File: src/rtl/tlb_assoc.sv
module tlb_assoc #(
  parameter int ENTRIES = 28,
  parameter int VA_W    = 32,
  parameter int PG_BITS = 9,
  parameter int PFN_W   = 21,
  parameter int PROT_W  = 8
) (
  input  logic              clk,
  input  logic              rst_n,
  input  logic              lk_req,
  input  logic [VA_W-1:0]   lk_va,
  output logic              lk_hit,
  output logic [PFN_W-1:0]  lk_pfn,
  output logic              lk_pv,
  output logic              lk_mod,
  output logic [PROT_W-1:0] lk_prot,
  input  logic              fill_en,
  input  logic [VA_W-1:0]   fill_va,
  input  logic [PFN_W-1:0]  fill_pfn,
  input  logic              fill_pv,
  input  logic              fill_mod,
  input  logic [PROT_W-1:0] fill_prot,
  input  logic              ctl_wr,
  input  logic [2:0]        ctl_sel,
  input  logic [VA_W-1:0]   ctl_data,
  output logic              probe_flag
);
  localparam int VPN_W = VA_W - PG_BITS;
  localparam int PTR_W = $clog2(ENTRIES);
  localparam int DAT_W = PFN_W + 2 + PROT_W;
  localparam logic [PTR_W-1:0] LAST = PTR_W'(ENTRIES - 1);

  localparam logic [2:0] SEL_MAPEN = 3'd0;
  localparam logic [2:0] SEL_BASE  = 3'd1;
  localparam logic [2:0] SEL_INVAL = 3'd2;
  localparam logic [2:0] SEL_INV1  = 3'd3;
  localparam logic [2:0] SEL_PROBE = 3'd4;

  logic [VPN_W-1:0] tag_q [ENTRIES];
  logic [DAT_W-1:0] dat_q [ENTRIES];
  logic [ENTRIES-1:0] vld_q, m_lk, m_fl, m_ct;
  logic [PTR_W-1:0] ptr_q, lk_idx, fl_idx, wr_idx;
  logic [DAT_W-1:0] rd_dat;

  logic unused_lo;
  assign unused_lo = ^{lk_va[PG_BITS-1:0], fill_va[PG_BITS-1:0], ctl_data[PG_BITS-1:0]};

  for (genvar g = 0; g < ENTRIES; g++) begin : g_cmp
    assign m_lk[g] = vld_q[g] && (tag_q[g] == lk_va[VA_W-1:PG_BITS]);
    assign m_fl[g] = vld_q[g] && (tag_q[g] == fill_va[VA_W-1:PG_BITS]);
    assign m_ct[g] = vld_q[g] && (tag_q[g] == ctl_data[VA_W-1:PG_BITS]);
  end

  always_comb begin
    lk_idx = '0;
    fl_idx = '0;
    for (int i = ENTRIES - 1; i >= 0; i--) begin
      if (m_lk[i]) lk_idx = PTR_W'(i);
      if (m_fl[i]) fl_idx = PTR_W'(i);
    end
  end

  wire flush    = ctl_wr && (ctl_sel == SEL_MAPEN || ctl_sel == SEL_BASE || ctl_sel == SEL_INVAL);
  wire inv_one  = ctl_wr && (ctl_sel == SEL_INV1);
  wire probe    = ctl_wr && (ctl_sel == SEL_PROBE);
  wire fill_go  = fill_en && !flush && !inv_one;
  wire lk_any   = lk_req && (|m_lk);
  assign wr_idx = (|m_fl) ? fl_idx : ptr_q;
  wire adv      = (lk_req && m_lk[ptr_q]) || (fill_go && wr_idx == ptr_q);
  assign rd_dat = dat_q[lk_idx];

  always_ff @(posedge clk) begin
    if (!rst_n) begin
      vld_q <= '0;
      ptr_q <= '0;
    end else begin
      if (flush) vld_q <= '0;
      else begin
        if (inv_one) vld_q <= vld_q & ~m_ct;
        if (fill_go) vld_q[wr_idx] <= 1'b1;
      end
      if (adv) ptr_q <= (ptr_q == LAST) ? '0 : ptr_q + PTR_W'(1);
    end
  end

  always_ff @(posedge clk) begin
    if (fill_go) begin
      tag_q[wr_idx] <= fill_va[VA_W-1:PG_BITS];
      dat_q[wr_idx] <= {fill_pfn, fill_pv, fill_mod, fill_prot};
    end
  end

  always_ff @(posedge clk) begin
    if (!rst_n) begin
      lk_hit     <= 1'b0;
      {lk_pfn, lk_pv, lk_mod, lk_prot} <= '0;
      probe_flag <= 1'b0;
    end else begin
      lk_hit <= lk_any;
      {lk_pfn, lk_pv, lk_mod, lk_prot} <= lk_any ? rd_dat : '0;
      if (probe) probe_flag <= |m_ct;
    end
  end

  AST_IDLE_NO_HIT: assert property (@(posedge clk) disable iff (!rst_n)
    !$past(lk_req) |-> !lk_hit);
  AST_MISS_ZERO: assert property (@(posedge clk) disable iff (!rst_n)
    !lk_hit |-> (lk_pfn == '0 && !lk_pv && !lk_mod && lk_prot == '0));
  AST_FLUSH_EMPTY: assert property (@(posedge clk) disable iff (!rst_n)
    $past(flush) |-> vld_q == '0);
  AST_PTR_RANGE: assert property (@(posedge clk) disable iff (!rst_n)
    ptr_q <= LAST);
  AST_PTR_STEP: assert property (@(posedge clk) disable iff (!rst_n)
    ptr_q != $past(ptr_q) |-> ptr_q == (($past(ptr_q) == LAST) ? '0 : $past(ptr_q) + PTR_W'(1)));
  AST_NO_DUP: assert property (@(posedge clk) disable iff (!rst_n)
    $onehot0(m_lk));
endmodule

File: config.mk
export PLATFORM = sky130hd
export DESIGN_NAME = tlb_assoc
export DESIGN_NICKNAME = d
export VERILOG_FILES = /design/src/rtl/tlb_assoc.sv
export SDC_FILE = /design/constraint.sdc
export NUM_CORES = 2
export LEC_CHECK = 0
export BUFFER_PORTS_ARGS = -buffer_cell sky130_fd_sc_hd__buf_4
export CAP_MARGIN = 20
export CORE_ASPECT_RATIO = 0.6
export CORE_UTILIZATION = 40
export DETAILED_ROUTE_END_ITERATION = 16
export HOLD_SLACK_MARGIN = 0.06
export SKIP_CTS_REPAIR_TIMING = 1
export SYNTH_ARGS = -nofsm -noshare
export SYNTH_HDL_FRONTEND = slang
export SYNTH_SLANG_ARGS = --single-unit
File: constraint.sdc
create_clock -name clk -period 4.35 [get_ports clk]
set_clock_uncertainty 0.2 [all_clocks]
set_input_delay 0.2175 -clock clk [delete_from_list [all_inputs] [get_ports clk]]
set_output_delay 0.2175 -clock clk [all_outputs]
set_load 0.005 [all_outputs]
# Word level (Yosys, flattened, before mapping)
# Memories as Yosys holds them, arrays and structs flattened. A register that Yosys moved wholly into a read port is not among the register bits.
# Cells that the tools add are included.
totals:
  register_bits: 35
  ram_bits: 1512
  inputBits: 135
  mem_count: 2
op_classes:
  addsub: 1
  magnitude_cmp: 3
  n_eq_ne: 90
  n_mux: 68
  bitwise: 4
  reduce_logical: 105
mem_list:
  columns: ["name", "depth", "word_bits", "read_ports", "rd_clocked_by_memory_dff", "write_ports", "line_no", "rtl"]
  rows:
  - ["dat_q", 28, 31, 1, 1, 1, "40", "logic [DAT_W-1:0] dat_q [ENTRIES];"]
  - ["tag_q", 28, 23, 28, 0, 1, "39", "logic [VPN_W-1:0] tag_q [ENTRIES];"]
ops:
  columns: ["op", "n"]
  rows:
  - ["== test 23 bit", 84]
  - ["2-to-1 mux 5 bit", 58]
  - ["2-to-1 mux 28 bit", 4]
  - ["logical AND 1 bit", 93]
  - ["OR reduction 28 bit", 3]
  - ["AND 28 bit", 1]
  - ["inverter 28 bit", 1]
  - ["bitwise OR 28 bit", 1]
  - ["less-than comparator 5 x 6 -> 1 bit, second input constant", 2]
  - ["== test 3 x 2 -> 1 bit, second input constant", 2]
  - ["adder 5 x 1 -> 5 bit, second input constant", 1]
  - ["binary-select mux 1 bit (select 5 bit)", 1]
  - ["demux 1 bit (select 5 bit)", 1]
  - ["== test 5 bit", 1]
  - ["== test 5 bit, second input constant", 1]
  - ["greater-or-equal comparator 5 x 1 -> 1 bit, second input constant", 1]
  - ["2-to-1 mux 1 bit", 4]
  - ["== test 3 x 1 -> 1 bit, second input constant", 1]
  - ["== test 3 bit, second input constant", 1]
  - ["logical NOT 1 bit", 3]
  - ["logical NOT 3 bit", 1]
  - ["logical OR 1 bit", 3]
  - ["AND reduction 2 bit", 1]
  - ["OR reduction 2 bit", 1]
  - ["inverter 1 bit", 1]

# Longest topological paths before layout
logic_depth:
  word_depth: 37
  depth_mapped: 19
  depth_no_buf: 13

# Least setup slack after synthesis
# No wires, ideal clock.
synth_path:
  path_kind: "input -> register"
  start: "input port fill_va[11]"
  end: "memory dat_q[4][0] (netlist bit) (enable)"
  setup_time_ns: 0.408
  t_arrival_ns: 3.914
  setup_slack_ns: -0.172
  path_stages: 14
  path_cell_list: "buf_4 > buf_6 > buf_6 > xor2_1 > nor4_1 > nand4_1 > or3_1 > nand4_1 > or4_4 > nor4_2 > a21oi_2 > nor4_1 > nand2_1 > inv_1"
synth_between:
  elab_chain_cells: 31
synth_rtl:
  columns: ["element", "line_no", "rtl"]
  rows:
  - ["start, declared", "18", "input logic [VA_W-1:0] fill_va,"]
  - ["== test 23 bit", "50", "assign m_fl[g] = vld_q[g] && (tag_q[g] == fill_va[VA_W-1:PG_BITS]);"]
  - ["logical AND 1 bit", "50", null]
  - ["2-to-1 mux 5 bit (28 in a row)", "59", "if (m_fl[i]) fl_idx = PTR_W'(i);"]
  - ["2-to-1 mux 5 bit (*)", "68", "assign wr_idx = (|m_fl) ? fl_idx : ptr_q;"]
  - ["end, declared", "40", null]
# Every way passes the cells marked *; elsewhere a longest branch is shown, timed or not.

# Worst setup path in the final report
layout_path:
  start: "input port fill_va[13]"
  end: "memory dat_q[23][16] (netlist bit) (enable)"
# Same word-level chain as after synthesis.

==> summary.md <==
| Metric | Value |
|---|---|
| GRT overflow | `0` |
| Global-route wire length before repair | `approximately 500000 um` |
| Count leader, synth | `edfxtp_1` |
| Avg Inst Size Synth | `about 13 um^2` |
| Cells after synthesis | `6378` |
| Data required, critical path | `4660 ps` |
| First-pass DRT Iterations | `9` |
| Number of unique standard cell types used by synthesis | `87` |
| Power Dens Cells | `approximately 320 mW/mm^2` |
| Violated checks | `setup timing` |
| FF-to-FF Start | `tag_q[3][2]` |
| Worst hold margin | `59.3 ps` |
| Clock root cell | `clkbuf_16` |
| Share of the synthesized area in the top cell type | `0.556` |
| Vias per cell | `6.06` |
| Leakage | `about 39 nW` |
| Hold WC Path Type | `input pin to flop` |
| Final Util | `0.546` |
| Largest cells by area after synthesis | `edfxtp_1, xor2_1, xnor2_1` |
| Boundary Pins | `168` |
| Die area | `0.206 mm^2` |
| Maximum root-to-sink buffer count | `4` |
| CP delay by family, top | `buffers and inverters` |
| Outcome | `finished with violations` |
| Worst VDD drop | `between 0.2 and 0.3 mV` |
| Max Cap Viol | `0` |
| Critical path peak fanout | `8` |
| Flop pwr share | `0.475` |
| Core ar. | `0.203 mm^2` |
| Global-route usage over all layers | `0.347` |
| Yosys reg bits | `1578` |
| Port Buffers | `140` |
| Routed wl met2 | `149000 um` |
| RSZ-0062 raised after global routing | `yes` |
| Initial antenna violation count | `24` |
| Nets@finish | `8496` |
| Most instantiated cells after synthesis | `edfxtp_1, xor2_1, xnor2_1, nor4_1, nand2_1` |
| Post-DP HPWL | `270000 um` |
| CP dominant cell by count | `buf_4` |
| Reg-to-reg slack, setup | `-330 ps` |
| Final Critical Period | `4680 ps` |
| Reg2reg path depth | `19` |
| Ratio of cells with drive above 1 in the final layout | `0.296` |
| Post-synth EDFFs | `roughly 1500` |
| Max layer used | `met5` |
| Starting Density | `0.403` |
| Crit path cell chain | `buf_4, buf_12, buf_4, dlygate4sd3_1, buf_4, xnor2_1, nand4_1, or3b_2, nand4_1, buf_4, nand2b_1, and3_1, nor2_1, a21oi_4, buf_6, nor4b_4, buf_4, buf_12, nand2_8, clkinvlp_4, buf_12, clkbuf_16` |
| Drt wl/cell | `about 36 um` |
| Hold Crit Start | `fill_va[17]` |
| Vias in the first global route | `60200` |
| Worst-Margin Slew | `roughly 1300 ps` |
| CTS Sinks | `1578` |
| Clock power share | `0.410` |
| Fmax | `roughly 210 MHz` |
| Period Utilization, post-route | `1.08` |
| WL met1 | `171000 um` |
| Startpoint types | `input pin` |
| Non-filler cells, final | `11200` |
| Worst EP arrival | `5000 ps` |
| Hold path cells | `5` |
| Worst setup margin | `-333 ps` |
| Routed WL | `406000 um` |
| Drt drc | `0` |
| Row count | `128` |
| Max Slew Vio Count | `0` |
| Setup TNS | `-319020 ps` |
| Synth warnings | `0` |
| Clock-pin slew on the worst setup and hold paths | `60 ps` |
| Comb pwr share | `0.116` |
| Die width | `just under 600 um` |
| Area Overhead vs Synth | `35.6%` |
| Relative slew slack | `0.128` |
| Fillers | `17100` |
| Cts bufs inserted | `167` |
| Clock Latency Late Sink | `~840 ps` |
| Sw Ratio | `0.255` |
| Endpoints failing hold | `0` |
| WP buf/inv | `12` |
| Synthesized cell area | `0.0816 mm^2` |
| GP Congestion | `about 1.1` |
| Sequential area share after synthesis | `0.572` |
| Tot Pwr | `35.3 mW` |
| Antenna viol nets, final | `0` |
| Type of the worst setup path | `input pin to flop` |
| Crit path launch | `fill_va[13]` |
| CTS tree | `built` |
| Switching pwr | `between 9 and 10 mW` |
| Via count | `68100` |
| Dpl cells | `10600` |
| Mapped Nets | `6514` |
| Internal power | `between 20 and 30 mW` |
| Async set-or-reset flop fraction in the synthesized netlist | `0` |
| First-iteration detailed-routing DRC count | `11500` |
| Largest net degree at the start of global routing | `39` |
| Total stage count of the critical path | `22` |
| Prevailing post-synth register cell | `edfxtp_1` |
| Final Setup Violations | `around 1500` |
| Crit-path max cell delay | `approximately 830 ps` |
| Crit end category | `flop` |
| Cell taking the most area after synthesis | `edfxtp_1` |
| CP max stage cell | `dlygate4sd3_1` |
| H-tree Lvls | `4` |
| Die Y | `roughly 350 um` |
| Met3 wire length | `around 70000 um` |
==> cell usage in the layout (no fill, tap or decap), types with 30 or more instances in the layout <==
cell           instances
dfxtp_1               66
nor3_1                46
nor2_1               116
clkinvlp_4            36
xor2_1               983
buf_12               244
buf_4               1621
nand3_1              159
a22oi_1               30
inv_1                 72
xnor2_1              901
buf_6                 36
xor2_2                31
a21oi_1              101
clkbuf_16            211
nor4_1               356
nand2_1              330
nor2b_1               34
clkbuf_1              39
nor4_2                34
mux2_2                31
a211oi_1              33
mux2i_1              217
dlygate4sd3_1        206
nand4_1              318
edfxtp_1            1512
o22ai_1               74
o21ai_0               63
==> area by class of cell <==
class                      count  area (um^2)  share of cell area
tap                         2730         3420              0.0309
clock buffer                 218         4540              0.0410
timing repair buffer        2173        21100               0.190
sequential                  1578        46700               0.422
antenna                       10         25.0            0.000226
inverter                     102          485             0.00439
clock inverter                80          741             0.00669
multi-input combinational   4338        33700               0.304
==> per-layer routing <==
layer,up-vias,global-route usage
li1,27600,-
met3,913,0.136
met4,17,0.0885
met1,33900,0.537
met2,5594,0.437
met5,-,0.0125
==> kinds of logic after synthesis <==
| family | Yosys count | share of synthesized area |
|---|---|---|
| buf+inv | 462 | 0.0344 |
| simple gates | 1600 | 0.107 |
| flops | 1578 | 0.572 |
| fa+ha+maj | 1 | 0.000153 |
| xor+xnor | 1929 | 0.207 |
| mux | 261 | 0.0327 |
| compound gates | 547 | 0.0467 |
==> worst register-to-register path: cells and delay by family (launching register included) <==
family                 cells  cell delay, ps
XOR/XNOR                   1             220
AND/OR/NAND/NOR           10            2100
flip-flops                 1             470
buffers and inverters      7            1220
AO/OA/AOI/OAI              1             150
==> flip-flops by register name (all words and copies together) (netlist names), 5 cells and up <==
name     flops
tag_q      644
vld_q       28
dat_q      868
ptr_q        5
lk_pfn      21
lk_prot      8
==> metrics by stage <==
stage                     cell area [um^2]  setup slack (ps)
after floorplan                      81700              10.1
after global placement               99200             -1080
final                               111000              -333
after detailed placement             99200             -1050
after CTS                           104000              -872
after global routing                111000              -320
==> path summary, 6_finish.rpt <==
| path | to |
|---|---|
| max reg2reg | dat_q[13][21] |
| min | tag_q[3][8] |
| max | dat_q[23][16] |
| min reg2reg | vld_q[19] |
==> power groups by stage <==
stage | Clock [mW] | Combinational (mW) | Sequential (mW)
final | 14.5 | 4.09 | 16.8
after global routing | 15.1 | 4.06 | 16.8
after CTS | 14.5 | 3.42 | 16.8
after detailed placement | 0 | 3.40 | 17.1
after global placement | 0 | 3.41 | 17.1
after floorplan | 0 | 1.43 | 17.1
No activity file was read; power rests on OpenSTA's default activity.
